**config.mk**
```make
export PLATFORM = sky130hd
export DESIGN_NAME = hopfield_recall
export DESIGN_NICKNAME = d
export VERILOG_FILES = /design/src/rtl/hr_pkg.sv /design/src/rtl/hr_term_sel.sv /design/src/rtl/hr_accum.sv /design/src/rtl/hopfield_recall.sv
export SDC_FILE = /design/constraint.sdc
export NUM_CORES = 1
export LEC_CHECK = 0
export ABC_AREA = 1
export BUFFER_PORTS_ARGS = -buffer_cell sky130_fd_sc_hd__buf_2
export CAP_MARGIN = 10
export CORE_ASPECT_RATIO = 0.8
export CORE_MARGIN = 5
export CORE_UTILIZATION = 40
export DETAILED_ROUTE_END_ITERATION = 16
export PLACE_DENSITY_LB_ADDON = 0.1
export SLEW_MARGIN = 20
export SYNTH_ARGS = -nofsm -noshare
export SYNTH_HDL_FRONTEND = slang
export SYNTH_SLANG_ARGS = --single-unit
```
**constraint.sdc**
```tcl
create_clock -name clk -period 6.21 [get_ports clk]
set_input_delay 0.9315 -clock clk [delete_from_list [all_inputs] [get_ports clk]]
set_output_delay 0.9315 -clock clk [all_outputs]
set_load 0.02 [all_outputs]
```
**src/rtl/hr_pkg.sv**
```systemverilog
package hr_pkg;
    typedef enum logic [2:0] {
        ST_IDLE,
        ST_ADMIT,
        ST_SNAP,
        ST_ACC,
        ST_WRITE,
        ST_EPEND
    } hr_state_t;
endpackage

```
**src/rtl/hr_term_sel.sv**
```systemverilog
module hr_term_sel #(
    parameter int WW = 4,
    parameter int SW = 7
) (
    input  logic signed [WW-1:0] w_i,
    input  logic                 pos_i,
    output logic signed [SW-1:0] term_o
);
    logic signed [SW-1:0] ext;

    assign ext    = {{(SW-WW){w_i[WW-1]}}, w_i};
    // choose +w or -w by the source neuron's state
    assign term_o = pos_i ? ext : -ext;
endmodule

```
**src/rtl/hr_accum.sv**
```systemverilog
module hr_accum #(
    parameter int SW = 7
) (
    input  logic                 clk,
    input  logic                 rst,
    input  logic                 clr_i,
    input  logic                 en_i,
    input  logic signed [SW-1:0] term_i,
    output logic signed [SW-1:0] sum_o
);
    logic signed [SW-1:0] sum_q;
    logic signed [SW-1:0] nxt;

    assign nxt   = sum_q + term_i;
    assign sum_o = sum_q;

    always_ff @(posedge clk) begin
        if (rst || clr_i) begin
            sum_q <= '0;
        end else if (en_i) begin
            sum_q <= nxt;
        end
    end


    no_overflow_chk: assert property (@(posedge clk) disable iff (rst)
        en_i && !clr_i |-> !((sum_q[SW-1] == term_i[SW-1]) && (nxt[SW-1] != sum_q[SW-1])));
endmodule

```
**src/rtl/hopfield_recall.sv**
```systemverilog
module hopfield_recall
    import hr_pkg::*;
#(
    parameter int N          = 8,
    parameter int WW         = 4,
    parameter int MAX_EPOCHS = 8
) (
    input  logic                    clk,
    input  logic                    rst,
    input  logic                    capture_i,
    input  logic [N-1:0]            probe_i,
    output logic [$clog2(N)-1:0]    w_row_o,
    output logic [$clog2(N)-1:0]    w_col_o,
    input  logic signed [WW-1:0]    w_data_i,
    output logic                    done_o,
    output logic                    timeout_o,
    output logic [N-1:0]            pattern_o
);
    localparam int IW     = $clog2(N);
    localparam int MAXMAG = (N - 1) * (1 << (WW - 1));
    localparam int SW     = $clog2(MAXMAG + 1) + 1;
    localparam int EPW    = $clog2(MAX_EPOCHS + 1);
    localparam logic [IW-1:0]  LAST_IDX = IW'(N - 1);
    localparam logic [EPW-1:0] LAST_EP  = EPW'(MAX_EPOCHS - 1);

    hr_state_t st_q, st_d;

    logic [N-1:0]         pat_q;
    logic [N-1:0]         rin_q;
    logic [N-1:0]         snap_q;
    logic [IW-1:0]        i_q;
    logic [IW-1:0]        j_q;
    logic [EPW-1:0]       epoch_q;
    logic                 done_q;
    logic                 to_q;
    logic signed [SW-1:0] term;
    logic signed [SW-1:0] sum;
    logic                 acc_en;
    logic                 acc_clr;

    assign acc_en  = (st_q == ST_ACC) && (j_q != i_q);
    assign acc_clr = (st_q == ST_SNAP) || (st_q == ST_WRITE);

    hr_term_sel #(.WW(WW), .SW(SW)) term_i (
        .w_i    (w_data_i),
        .pos_i  (pat_q[j_q]),
        .term_o (term)
    );

    hr_accum #(.SW(SW)) accum_i (
        .clk    (clk),
        .rst    (rst),
        .clr_i  (acc_clr),
        .en_i   (acc_en),
        .term_i (term),
        .sum_o  (sum)
    );

    // state register
    always_ff @(posedge clk) begin
        if (rst) st_q <= ST_IDLE;
        else     st_q <= st_d;
    end

    // transitions
    always_comb begin
        st_d = st_q;
        unique case (st_q)
            ST_IDLE:  if (capture_i) st_d = ST_ADMIT;
            ST_ADMIT: st_d = ST_SNAP;
            ST_SNAP:  st_d = ST_ACC;
            ST_ACC:   if (j_q == LAST_IDX) st_d = ST_WRITE;
            ST_WRITE: st_d = (i_q == LAST_IDX) ? ST_EPEND : ST_ACC;
            ST_EPEND: st_d = ((pat_q == snap_q) || (epoch_q == LAST_EP)) ? ST_IDLE : ST_SNAP;
            default:  st_d = ST_IDLE;
        endcase
    end

    // datapath and outputs
    always_ff @(posedge clk) begin
        if (rst) begin
            pat_q   <= '0;
            rin_q   <= '0;
            snap_q  <= '0;
            i_q     <= '0;
            j_q     <= '0;
            epoch_q <= '0;
            done_q  <= 1'b0;
            to_q    <= 1'b0;
        end else begin
            unique case (st_q)
                ST_IDLE: begin
                    if (capture_i) begin
                        rin_q   <= probe_i;
                        done_q  <= 1'b0;
                        to_q    <= 1'b0;
                        epoch_q <= '0;
                    end
                end
                ST_ADMIT: pat_q <= rin_q;
                ST_SNAP: begin
                    snap_q <= pat_q;
                    i_q    <= '0;
                    j_q    <= '0;
                end
                ST_ACC: j_q <= (j_q == LAST_IDX) ? '0 : j_q + 1'b1;
                ST_WRITE: begin
                    pat_q[i_q] <= ~sum[SW-1];
                    i_q        <= (i_q == LAST_IDX) ? '0 : i_q + 1'b1;
                    j_q        <= '0;
                end
                ST_EPEND: begin
                    if (pat_q == snap_q)        done_q  <= 1'b1;
                    else if (epoch_q == LAST_EP) to_q   <= 1'b1;
                    else                        epoch_q <= epoch_q + 1'b1;
                end
                default: ;
            endcase
        end
    end

    assign w_row_o   = i_q;
    assign w_col_o   = j_q;
    assign done_o    = done_q;
    assign timeout_o = to_q;
    assign pattern_o = pat_q;


    busy_flag_low_chk: assert property (@(posedge clk) disable iff (rst)
        (st_q != ST_IDLE) |-> (!done_o && !timeout_o));


    admit_only_chk: assert property (@(posedge clk) disable iff (rst)
        (st_q != ST_ADMIT && st_q != ST_WRITE) |=> $stable(pat_q));


    single_flip_chk: assert property (@(posedge clk) disable iff (rst)
        (st_q == ST_WRITE) |=> ($countones(pat_q ^ $past(pat_q)) <= 1));


    flag_excl_chk: assert property (@(posedge clk) disable iff (rst)
        !(done_o && timeout_o));


    epoch_bound_chk: assert property (@(posedge clk) disable iff (rst)
        epoch_q <= LAST_EP);
endmodule

```
==> results, run 1 <==
- The run finished with clean final reports.
- Yosys mapped a number of flops with a built-in enable equal to 0.
- The count of port buffers added during placement is 30.
- The flop and latch count out of synthesis is 46.
- Fill cells in the final layout number 684.
- The critical path contains buffers and inverters numbering 3 combined.
- Summing over every cut layer, the via total after detailed routing is 2437.
- Gates resized during post-CTS repair numbered 0.
- The arrival time reported for the critical path endpoint is 3.05 ns.
- The critical path class is flip-flop to flip-flop.
- In this run the number of cells on the critical path is 18.
- In the post-synthesis netlist, the biggest area contributors are dfxtp_1, nand2_1, inv_1.
- The post-route worst setup slack is 3.368 ns.
- The growth of design area from synthesis to finish is 12.46%.
- The required time of the worst setup path is 6.42 ns.
- The source-to-sink clock delay at the later pin of the worst-skew pair is 0.30 ns.
- The most repeated cell in the gate-level netlist after synthesis is nand2_1.
- The TritonCTS clock tree is yes.
- The share of the synthesized area in the top cell type is 34.88%.
- Counting every net in the synthesized netlist gives 406.
- The number of antenna diodes in the final layout is 0.
- The number of hold buffers added after CTS is 0.
- Dividing the final minimum period by the clock period gives 45.76%.
- Summing every instance area after synthesis gives 2640 µm².
- The cell repeated most along the worst path is nand2_1.
- The total count of hold-check failures in the final report is 0.
- Setup repair after global routing left no endpoint under its margin.
- The gate family responsible for the most delay along the worst path is simple AND/OR/NAND/NOR gates.
- In this run the worst hold path is classified as flip-flop to flip-flop.
- The x dimension of the die is 100.8 µm.
- Yosys printed 0 warnings.
- Counting tap cells, the placed design contains a total of 483 instances.
- The post-DP HPWL is 4.959 mm.
- For this run, the leading register cell type out of synthesis is dfxtp_1.
- Max-cap violations in this run came to 0.
- The final number of max-transition violations is 0.
- The final critical path time including I/O delays and setup is 2.842 ns.
- The worst-case clock buffer depth is 2.
- STA classifies the critical path startpoint as a flip-flop.
- The first global-routing pass estimated 10.89 mm of wire.
- The final layout contains routed wiring with a total length of 6.454 mm.
- The sequential-to-total area share from yosys stat is 34.88%.
- The total global routing overflow is 0.
- Traced cell by cell, the critical path runs through inv_1 -> nand2_1 -> nand3_1 -> nand3_1 -> nand2_1 -> o31ai_1 -> xor2_1 -> inv_1 -> ha_1 -> nand2_1 -> nand2_1 -> nand3_1 -> o211ai_1 -> nand3b_1 -> nand3_1 -> nand2_1 -> inv_1 -> nor2_1.
- The number of antenna violations at the first check in global routing is 0.
- The area of the die is 8335 µm².
- The initial utilization of the core area, before any placement, comes to 41.19%.
- IR analysis of the VDD net gives a maximum drop of 0.2072 mV.
- At the pin with the least slew margin, the transition time is 0.6671 ns.
- CTS built an H-tree with a depth of 2.
- The clock root buffer master is clkbuf_8.
- For this run, design rule violations remaining after detail routing come to 0.
- On the critical path, the stage with the largest delay is an instance of dfxtp_1.
- The final standard cell utilization of the core is 46.33%.
- The largest single stage delay on the critical path is 0.52 ns.
- Power comes to 1.050 mW.
- Of the cells placed in the final design, the portion with a size suffix greater than 1 is 13.02%.
- The pre-CTS worst setup slack is 3.271 ns.
- The worst hold path passes through 2 cells.
- Once placement finished, the instance area stood at 2850 µm².
- The power density normalized to cell area is 353.8 nW/µm².
- The post-route setup TNS is 0 ns.
- The via count of the first global-routing pass is 2238.
- Of all flip-flops after synthesis, the portion carrying an async set or reset was 0%.
- Dividing the detail-routed via count by the number of cells gives 4.963.
- The number of DRC markers after the initial detailed-route iteration is 251.
- The count of mapped cells out of synthesis is 378.
- The final instance area is 2969 µm².
- The overall die height is 82.67 µm.
- Setup violations remaining at the end of the flow were counted as 0.
- The commonest cells after synthesis are nand2_1, inv_1, dfxtp_1.
- The maximum fanout along the worst path is 8.
- The pre-antenna-repair detailed-routing pass consisted of 4 iterations.
- The static leakage is 1.334 nW.
- The number of buffers inserted to repair setup after CTS is 0.
- The floorplan has 26 rows.
- The mean routed wirelength per cell is 13.14 µm.
- Hold timing on the final database bottoms out at a slack of 0.4521 ns.
- The number of antenna-violating nets in the routed design is 0.
- The clock arrives with 0.008849 ns of skew.
- Global routing used 16.54% of the available tracks across all layers.
- After the last flow step, the layout net total stands at 434.
- The worst setup path is captured at a flip-flop.
- For this design the top-level I/O count stands at 31.
- The depth of the worst register-to-register path is 18.
- The number of non-filler instances in the completed layout is 491.
- Clock tree synthesis found a total of 46 sinks.
- The largest net degree at the start of global routing is 22.
- Derived from the worst setup path, the maximum achievable clock frequency is 351.9 MHz.
- The final estimated routing congestion in global placement is 0.8022.
- In this run the tightest slew margin relative to its limit is 55.28%.
- The region available for standard cell placement spans 6409 µm².
- The number of clock buffers inserted by TritonCTS is 5.
- The synthesized area divided by synthesized cell count is 6.984 µm².
- The clock-pin transition on the worst setup and hold timing paths is 0.09 ns.
- The distinct cell type count of the synthesized netlist is 32.
- The top cell type by total area after synthesis is dfxtp_1.
## worst reg2reg max path: stages (launching register included)
cell and delay, ns:
dfxtp_1 0.52, inv_1 0.21, nand2_1 0.11, nand3_1 0.06, nand3_1 0.14, nand2_1 0.16, o31ai_1 0.15, xor2_1 0.19
inv_1 0.07, ha_1 0.34, nand2_1 0.09, nand2_1 0.07, nand3_1 0.07, o211ai_1 0.12, nand3b_1 0.22, nand3_1 0.08
nand2_1 0.05, inv_1 0.05, nor2_1 0.04
## worst paths after layout
| path | slack [ns] | startpoint | to |
|---|---|---|---|
| worst max-delay path | 3.37 | w_col_o[0] | accum_i.sum_o[6] |
| worst min-delay path | 0.45 | timeout_o | timeout_o |
| worst max register to register | 3.37 | w_col_o[0] | accum_i.sum_o[6] |
| worst min register to register | 0.45 | timeout_o | timeout_o |
## sequential cells by signal (all words and copies together) (netlist names)
register	flops
w_row_o	3
w_col_o	3
st_q	3
timeout_o	1
pattern_o	8
snap_q	8
epoch_q	4
accum_i.sum_o	7
rin_q	8
done_o	1
## cells by family after synthesis
group	count (synthesis)	synth area share, %
buffers and inverters	72	10.66
DFF	46	34.88
adders and majority gates	13	6.445
and+or+nand+nor	152	26.59
AOI/OAI and AO/OA	81	16.78
xor gates and xnor gates	14	4.645
## per-layer routing
metal | track usage, % | vias to the layer above | part of all wire [%]
met2 | 24.84 | 41 | 42
met1 | 24.49 | 1099 | 53
met5 | 0 | - | 0
li1 | - | 1291 | -
met3 | 3.023 | 6 | 4.5
met4 | 3.634 | 0 | 0.84
## placed cells by master, fill, tap and decap left out, types with 3 or more instances in the layout
cell / instances
o21ai_0: 27
ha_1: 12
dfxtp_1: 46
clkbuf_8: 5
a31oi_1: 7
nor2_1: 32
a21oi_1: 35
nand4_1: 6
nand3_1: 35
inv_2: 5
o211ai_1: 6
nor2_4: 3
nand2_1: 64
inv_1: 58
xor2_1: 12
buf_2: 30
## report_power, final
part           total, mW  switching [mW]  internal, mW  leakage (nW)
combinational      0.429           0.286         0.143         0.910
clock              0.227           0.108         0.120        0.0504
sequential         0.394          0.0436         0.350         0.374
## final cells by class
type / instances / area (µm²) / area share, %
timing repair buffer: 30 / 150.1 / 5.057
clock buffer: 5 / 68.82 / 2.318
tap: 84 / 105.1 / 3.540
inverter: 63 / 236.5 / 7.965
multi-input combinational: 260 / 1443 / 48.59
clock inverter: 3 / 45.04 / 1.517
sequential: 46 / 920.9 / 31.02
Note: power is estimated with default switching activity, not from simulation.
==> run 2, diff against run 1 <==
==> constraint.sdc (replaced) <==
create_clock -name clk -period 2.73 [get_ports clk]
set_input_delay 0.4095 -clock clk [delete_from_list [all_inputs] [get_ports clk]]
set_output_delay 0.4095 -clock clk [all_outputs]
set_load 0.02 [all_outputs]
==> run 2 against run 1 <==
  * Total power rose by 120%
  * Die area unchanged
  * Setup slack worse by 3.1 ns
  * Cell count grew 1.4%
  * Sequential share of layout area shrank 0.29 points
  * Routed wire length rose by 0.28%
  * First-iteration DRC count decreased by 33%
  * Critical path depth fell by 2
  * Global-route usage is 0.30 points lower
  * Highest routed layer unchanged
==> results, run 2 (synthesis results as in run 1) <==
- The run finished with clean final reports.
- The area of the die is 8335 µm² (unchanged).
- The number of inserted filler cells in the final layout is 663 (-3.1%).
- The post-DP HPWL is 5.072 mm (+2.3%).
- The number of top-level pins is 31 (unchanged).
- The global routing usage summed across all routing layers is 16.23% (-0.30 points).
- The number of DRC markers after the initial detailed-route iteration is 169 (-33%).
- The number of diodes is 0 (unchanged).
- The initial core utilization is 41.19% (unchanged).
- The maximum fanout along the worst path is 6 (-2).
- The transition time of the tightest slew-check pin is 0.5068 ns (-0.1603 ns).
- The number of antenna violations at the first check in global routing is 0 (unchanged).
- The total global routing overflow was 0 (unchanged).
- The mean routed wirelength per cell was 13.00 µm (-1.1%).
- The worst-case clock buffer depth is 2 (unchanged).
- The critical path class is flip-flop to flip-flop.
- The static leakage came to 1.366 nW (+2.4%).
- The minimum setup slack among reg-to-reg paths is 0.30 ns (-3.06 ns).
- STA classifies the critical path endpoint as a flip-flop.
- The placeable core area came to 6409 µm² (unchanged).
- The required time of the worst setup path is 2.98 ns (-3.44 ns).
- The source-to-sink clock delay at the later pin of the worst-skew pair is 0.31 ns (about the same).
- The power density normalized to cell area is 776.0 nW/µm² (+120%).
- The maximum cell stage delay along the critical path was 0.41 ns (-0.11 ns).
- The via count of the first global-routing pass came to 2187 (-2.3%).
- The worst hold path begins at probe_i[2].
- The final setup violation count is 0 (unchanged).
- The final instance area is 3002 µm² (+1.1%).
- The number of antenna-violating nets in the routed design is 0 (unchanged).
- The overall via count from detail_route is 2459 (+0.90%).
- The residual DRC count was 0 (unchanged).
- The final clock skew is 0.006737 ns (-0.002112 ns).
- The final critical path time including I/O delays and setup is 2.426 ns (-0.4156 ns).
- The x dimension of the die is 100.8 µm (unchanged).
- The signal on the critical path passes through inv_1 -> nand2_1 -> nand3_1 -> nand3_1 -> nand2_2 -> o31ai_1 -> xor2_1 -> inv_1 -> ha_1 -> nand4_1 -> o211ai_1 -> nand3b_1 -> nand3_1 -> nand2_1 -> inv_1 -> nor2_1.
- The launch point of the worst reg-to-reg path is pattern_o[1].
- The detailed-route vias per instance is 4.938 (-0.52%).
- The post-route setup TNS came to 0 ns (unchanged).
- TritonCTS built the clock tree.
- The final critical-path share of the clock period is 88.88% (+43 points).
- The depth of the worst register-to-register path was 16 (-2).
- The number of placement rows came to 26 (unchanged).
- The number of nets in the layout is 441 (+1.6%).
- The achievable frequency is 412.1 MHz (+17%).
- The clock-pin transition on the worst setup and hold timing paths came to 0.09 ns (about the same).
- The final number of max-transition violations was 0 (unchanged).
- The total count of hold-check failures in the final report is 0 (unchanged).
- The number of buffers inserted to repair setup after CTS is 0 (unchanged).
- The routed wire length is 6.472 mm (+0.28%).
- The leading cell type in the layout, fill and taps excluded is nand2_1.
- The wire length of the first global-routing pass is 10.56 mm (-3.0%).
- The post-route worst setup slack is 0.3037 ns (-3.064 ns).
- The type of origin of the critical path is a flip-flop.
- The worst hold slack is 0.3600 ns (-0.09206 ns).
- The area of the multi-input gates was 1440 µm² (-0.17%).
- The tightest slew margin relative to the limit is 66.17% (+11 points).
- Setup repair after global routing left no endpoint under its margin.
- The instance area after placement is 2903 µm² (+1.8%).
- The first-pass iteration count of the detailed router is 4 (unchanged).
- The overall die height came to 82.67 µm (unchanged).
- The worst hold path depth is 3 (+1).
- The number of sinks on the clock net is 46 (unchanged).
- For hold timing, the worst endpoint is rin_q[2].
- The number of non-filler instances in the completed layout is 498 (+1.4%).
- The deepest level of the CTS H-tree is 2 (unchanged).
- The sequential cell area was 922.1 µm² (+0.14%).
- The number of clock buffers inserted by TritonCTS was 5 (unchanged).
- In the layout the commonest cells are nand2_1, inv_1, dfxtp_1.
- The count of port buffers added during placement was 30 (unchanged).
- The capturing point of the worst reg2reg path is accum_i.sum_o[6].
- The arrival time reported for the critical path endpoint is 2.68 ns (-0.37 ns).
- The critical-path cell with the highest stage delay is dfxtp_1.
- The final estimated routing congestion in global placement is 0.8706 (+8.5%).
- The largest net degree at the start of global routing is 22 (unchanged).
- The growth of design area from synthesis to finish is 13.70%.
- The share of cells above drive strength 1 was 14.73% (+1.7 points).
- The number of violations of the max-capacitance limit came to 0 (unchanged).
- The number of hold buffers added after CTS is 0 (unchanged).
- In this run the clock root is driven by a clkbuf_8.
- The post-cts repair resize count is 0 (unchanged).
- The number of placed instances, taps included is 490 (+1.4%).
- The pre-CTS worst setup slack was 0.2317 ns (-3.039 ns).
- The worst min-delay path class is input pin to flip-flop.
- The maximum vdd ir drop was 0.4473 mV (+120%).
-- run 2: cell count changes in the layout (fill, tap and decap cells not counted) --
cell        change
buf_4           +7
bufinv_16       -1
clkbuf_8        +1
clkinv_2        +1
clkinvlp_4      -1
dfxtp_1         -1
dfxtp_2         +1
nand2_1         -1
nand2_2         +1
nor3_1          +1
nor3_2          -1
-- run 2: critical path, delay by kind of cell, from the launching register on --
kind / cells / cell delay [ns]
XOR/XNOR: 1 / 0.18
flip-flops: 1 / 0.41
buffers and inverters: 3 / 0.19
AO/OA/AOI/OAI: 2 / 0.37
adder cells (fa/ha/maj): 1 / 0.36
AND/OR/NAND/NOR: 9 / 0.86
-- run 2: worst max-delay path by stage --
| stage | start | end | depth (start not counted) |
|---|---|---|---|
| after floorplan | w_col_o[0] | accum_i.sum_o[6] | 18 |
| after global placement | w_col_o[1] | accum_i.sum_o[6] | 15 |
| after detailed placement | w_col_o[1] | accum_i.sum_o[6] | 15 |
| after CTS | w_col_o[1] | accum_i.sum_o[6] | 15 |
| after global routing | pattern_o[1] | accum_i.sum_o[6] | 18 |
| final | pattern_o[1] | accum_i.sum_o[6] | 16 |
-- run 2: layout make-up --
type	instances	share of cell area [%]
Multi-Input combinational cell	260	47.98
Sequential cell	46	30.72
Inverter	63	7.878
Timing Repair Buffer	37	6.753
Tap cell	84	3.501
Clock buffer	6	2.751
Clock inverter	2	0.4168
-- run 2: where the power goes --
group          internal, mW  switching (mW)  leakage (nW)  total (mW)
clock                 0.204           0.243        0.0472       0.447
combinational         0.343           0.654         0.945       0.996
sequential            0.797          0.0888         0.375       0.886
total                  1.34           0.986          1.37        2.33
-- run 2: stage by stage --
stage / utilization [%] / total power [mW]
final: 46.84 / 2.329
after floorplan: - / 1.640
after global routing: 46.84 / 2.544
after CTS: 46.78 / 2.347
after global placement: 45.29 / 1.889
after detailed placement: 45.29 / 1.902
-- run 2: routing by layer --
metal  global-route usage, %  part of all wire [%]
met1                   23.67                    53
met2                   23.65                    40
met3                   3.778                   5.4
met4                   4.711                   1.2
met5                       0                     0
==> run 3, diff against run 2 <==
--- a/config.mk
+++ b/config.mk
@@ -13,6 +13,7 @@
 export CORE_UTILIZATION = 40
 export DETAILED_ROUTE_END_ITERATION = 16
 export PLACE_DENSITY_LB_ADDON = 0.1
+export RECOVER_POWER = 25
 export SLEW_MARGIN = 20
 export SYNTH_ARGS = -nofsm -noshare
 export SYNTH_HDL_FRONTEND = slang
==> run 3 against run 2 <==
  * Routed wire length is essentially flat
  * Combinational power decreased by 0.7%
  * Critical path depth is the same
  * Total power is 0.40% lower
  * Die area did not move
  * First-iteration DRC count is 17% lower
  * Clock skew fell by 0.0011 ns
  * Worst hold slack about the same
  * Critical endpoint unchanged
  * Highest routed layer unchanged
==> results, run 3 (synthesis results as in run 1) <==
- The final critical path time including I/O delays and setup is 2.432 ns (+0.005730 ns).
- The detailed-route vias per instance is 4.970 (+0.65%).
- The number of violations of the max-capacitance limit is 0 (unchanged).
- The final critical-path share of the clock period is 89.09% (+0.21 points).
- The arrival time reported for the critical path endpoint is 2.68 ns (about the same).
- The share of cells above drive strength 1 is 12.08% (-2.7 points).
- The clock-pin transition on the worst setup and hold timing paths is 0.09 ns (about the same).
- The final clock skew is 0.005626 ns (-0.001112 ns).
- The x dimension of the die is 100.8 µm (unchanged).
- The source-to-sink clock delay at the later pin of the worst-skew pair was 0.30 ns (about the same).
- The number of nets in the layout is 441 (unchanged).
- The number of non-filler instances in the completed layout was 498 (unchanged).
- The transition time of the tightest slew-check pin is 0.7103 ns (+0.2035 ns).
- The post-cts repair resize count was 0 (unchanged).
- The leading cell type in the layout, fill and taps excluded is nand2_1.
- The worst-case clock buffer depth is 2 (unchanged).
- The maximum vdd ir drop is 0.4397 mV (-1.7%).
- The maximum fanout along the worst path is 6 (unchanged).
- The final number of max-transition violations is 0 (unchanged).
- The number of placement rows is 26 (unchanged).
- The post-route setup TNS is 0 ns (unchanged).
- Setup repair after global routing left no endpoint under its margin.
- The residual DRC count is 0 (unchanged).
- The number of clock buffers inserted by TritonCTS is 5 (unchanged).
- The placeable core area is 6409 µm² (unchanged).
- The routed wire length was 6.470 mm (about the same).
- The number of diodes was 0 (unchanged).
- The worst min-delay path class is input pin to flip-flop.
- The final estimated routing congestion in global placement is 0.8706 (unchanged).
- The deepest level of the CTS H-tree is 2 (unchanged).
- The area of the die came to 8335 µm² (unchanged).
- The number of sinks on the clock net is 46 (unchanged).
- The largest net degree at the start of global routing is 22 (unchanged).
- TritonCTS built the clock tree.
- The number of buffers inserted to repair setup after CTS is 0 (unchanged).
- The initial core utilization is 41.19% (unchanged).
- The growth of design area from synthesis to finish is 13.03%.
- The critical path capture point type is a flip-flop.
- The first-pass iteration count of the detailed router is 4 (unchanged).
- The total count of hold-check failures in the final report is 0 (unchanged).
- The final setup violation count is 0 (unchanged).
- The worst hold slack was 0.3602 ns (+0.0001700 ns).
- The number of inserted filler cells in the final layout is 670 (+1.1%).
- In the layout the commonest cells are nand2_1, inv_1, dfxtp_1.
- The sequential cell area is 922.1 µm² (unchanged).
- The required time of the worst setup path is 2.98 ns (about the same).
- The overall die height is 82.67 µm (unchanged).
- The type of origin of the critical path is a flip-flop.
- The mean routed wirelength per cell is 12.99 µm (about the same).
- The number of hold buffers added after CTS is 0 (unchanged).
- The count of port buffers added during placement is 30 (unchanged).
- The flow ran to the end, and the final reports show no timing, DRC or antenna violations.
- The post-DP HPWL came to 5.072 mm (unchanged).
- The global routing usage summed across all routing layers was 16.23% (unchanged).
- The number of antenna-violating nets in the routed design is 0 (unchanged).
- The number of antenna violations at the first check in global routing came to 0 (unchanged).
- The clock root buffer master is clkbuf_8.
- The number of DRC markers after the initial detailed-route iteration is 141 (-17%).
- The via count of the first global-routing pass is 2187 (unchanged).
- The critical path class is flip-flop to flip-flop.
- The tightest slew margin relative to the limit was 52.51% (-14 points).
- The overall via count from detail_route is 2475 (+0.65%).
- The wire length of the first global-routing pass is 10.56 mm (unchanged).
- The area of the multi-input gates is 1435 µm² (-0.35%).
- The number of top-level pins is 31 (unchanged).
- The number of placed instances, taps included came to 490 (unchanged).
- The achievable frequency came to 411.2 MHz (-0.24%).
- The total global routing overflow came to 0 (unchanged).
- The power density normalized to cell area is 777.4 nW/µm² (+0.19%).
- The static leakage is 1.322 nW (-3.2%).
run 3: through the flow:
step                      power [mW]  setup WS (ns)  cell area [µm²]  util [%]
after CTS                      2.347         0.2233             2998     46.78
final                          2.320         0.2979             2984     46.56
after global routing           2.534        0.01744             2984     46.56
after detailed placement       1.902         0.2317             2903     45.29
after global placement         1.889         0.2458             2903     45.29
after floorplan                1.640         0.2519             2640         -
run 3: metal layers:
metal | global-route usage, % | up-vias | part of all wire, % | wire length [µm]
met2 | 23.65 | 47 | 40 | 2614
met4 | 4.711 | 0 | 1.2 | 79
met3 | 3.778 | 7 | 5.7 | 367
met1 | 23.67 | 1105 | 53 | 3408
met5 | 0 | - | 0 | 0
li1 | - | 1316 | - | -
run 3: path summary, 6_finish.rpt:
check | from | cells past startpoint | slack (ns) | endpoint
worst max-delay path | pattern_o[1] | 16 | 0.30 | accum_i.sum_o[6]
worst min-delay path | probe_i[2] | 3 | 0.36 | rin_q[2]
worst max register to register | pattern_o[1] | 16 | 0.30 | accum_i.sum_o[6]
worst min register to register | timeout_o | 2 | 0.46 | timeout_o
run 3: final cells by class:
| cell class | count | area share, % |
|---|---|---|
| clock buffer | 6 | 2.767 |
| clock inverter | 2 | 0.4193 |
| inverter | 63 | 7.925 |
| multi-input combinational | 260 | 48.09 |
| sequential | 46 | 30.90 |
| tap | 84 | 3.522 |
| timing repair buffer | 37 | 6.373 |
run 3: worst max-delay path, stage by stage, from the launching register on:
cell,delay [ns]
dfxtp_1,0.42
inv_1,0.09
nand2_1,0.06
nand3_1,0.07
nand3_1,0.12
nand2_2,0.11
o31ai_1,0.11
xor2_1,0.18
inv_1,0.06
ha_1,0.36
nand4_1,0.13
o211ai_1,0.26
nand3b_1,0.16
nand3_1,0.07
nand2_1,0.06
inv_1,0.04
nor2_1,0.08
run 3: power breakdown:
part | leakage (nW) | switching, mW | internal [mW]
Clock | 0.0472 | 0.242 | 0.204
Combinational | 0.901 | 0.654 | 0.335
Sequential | 0.375 | 0.0876 | 0.797
Total | 1.32 | 0.984 | 1.34
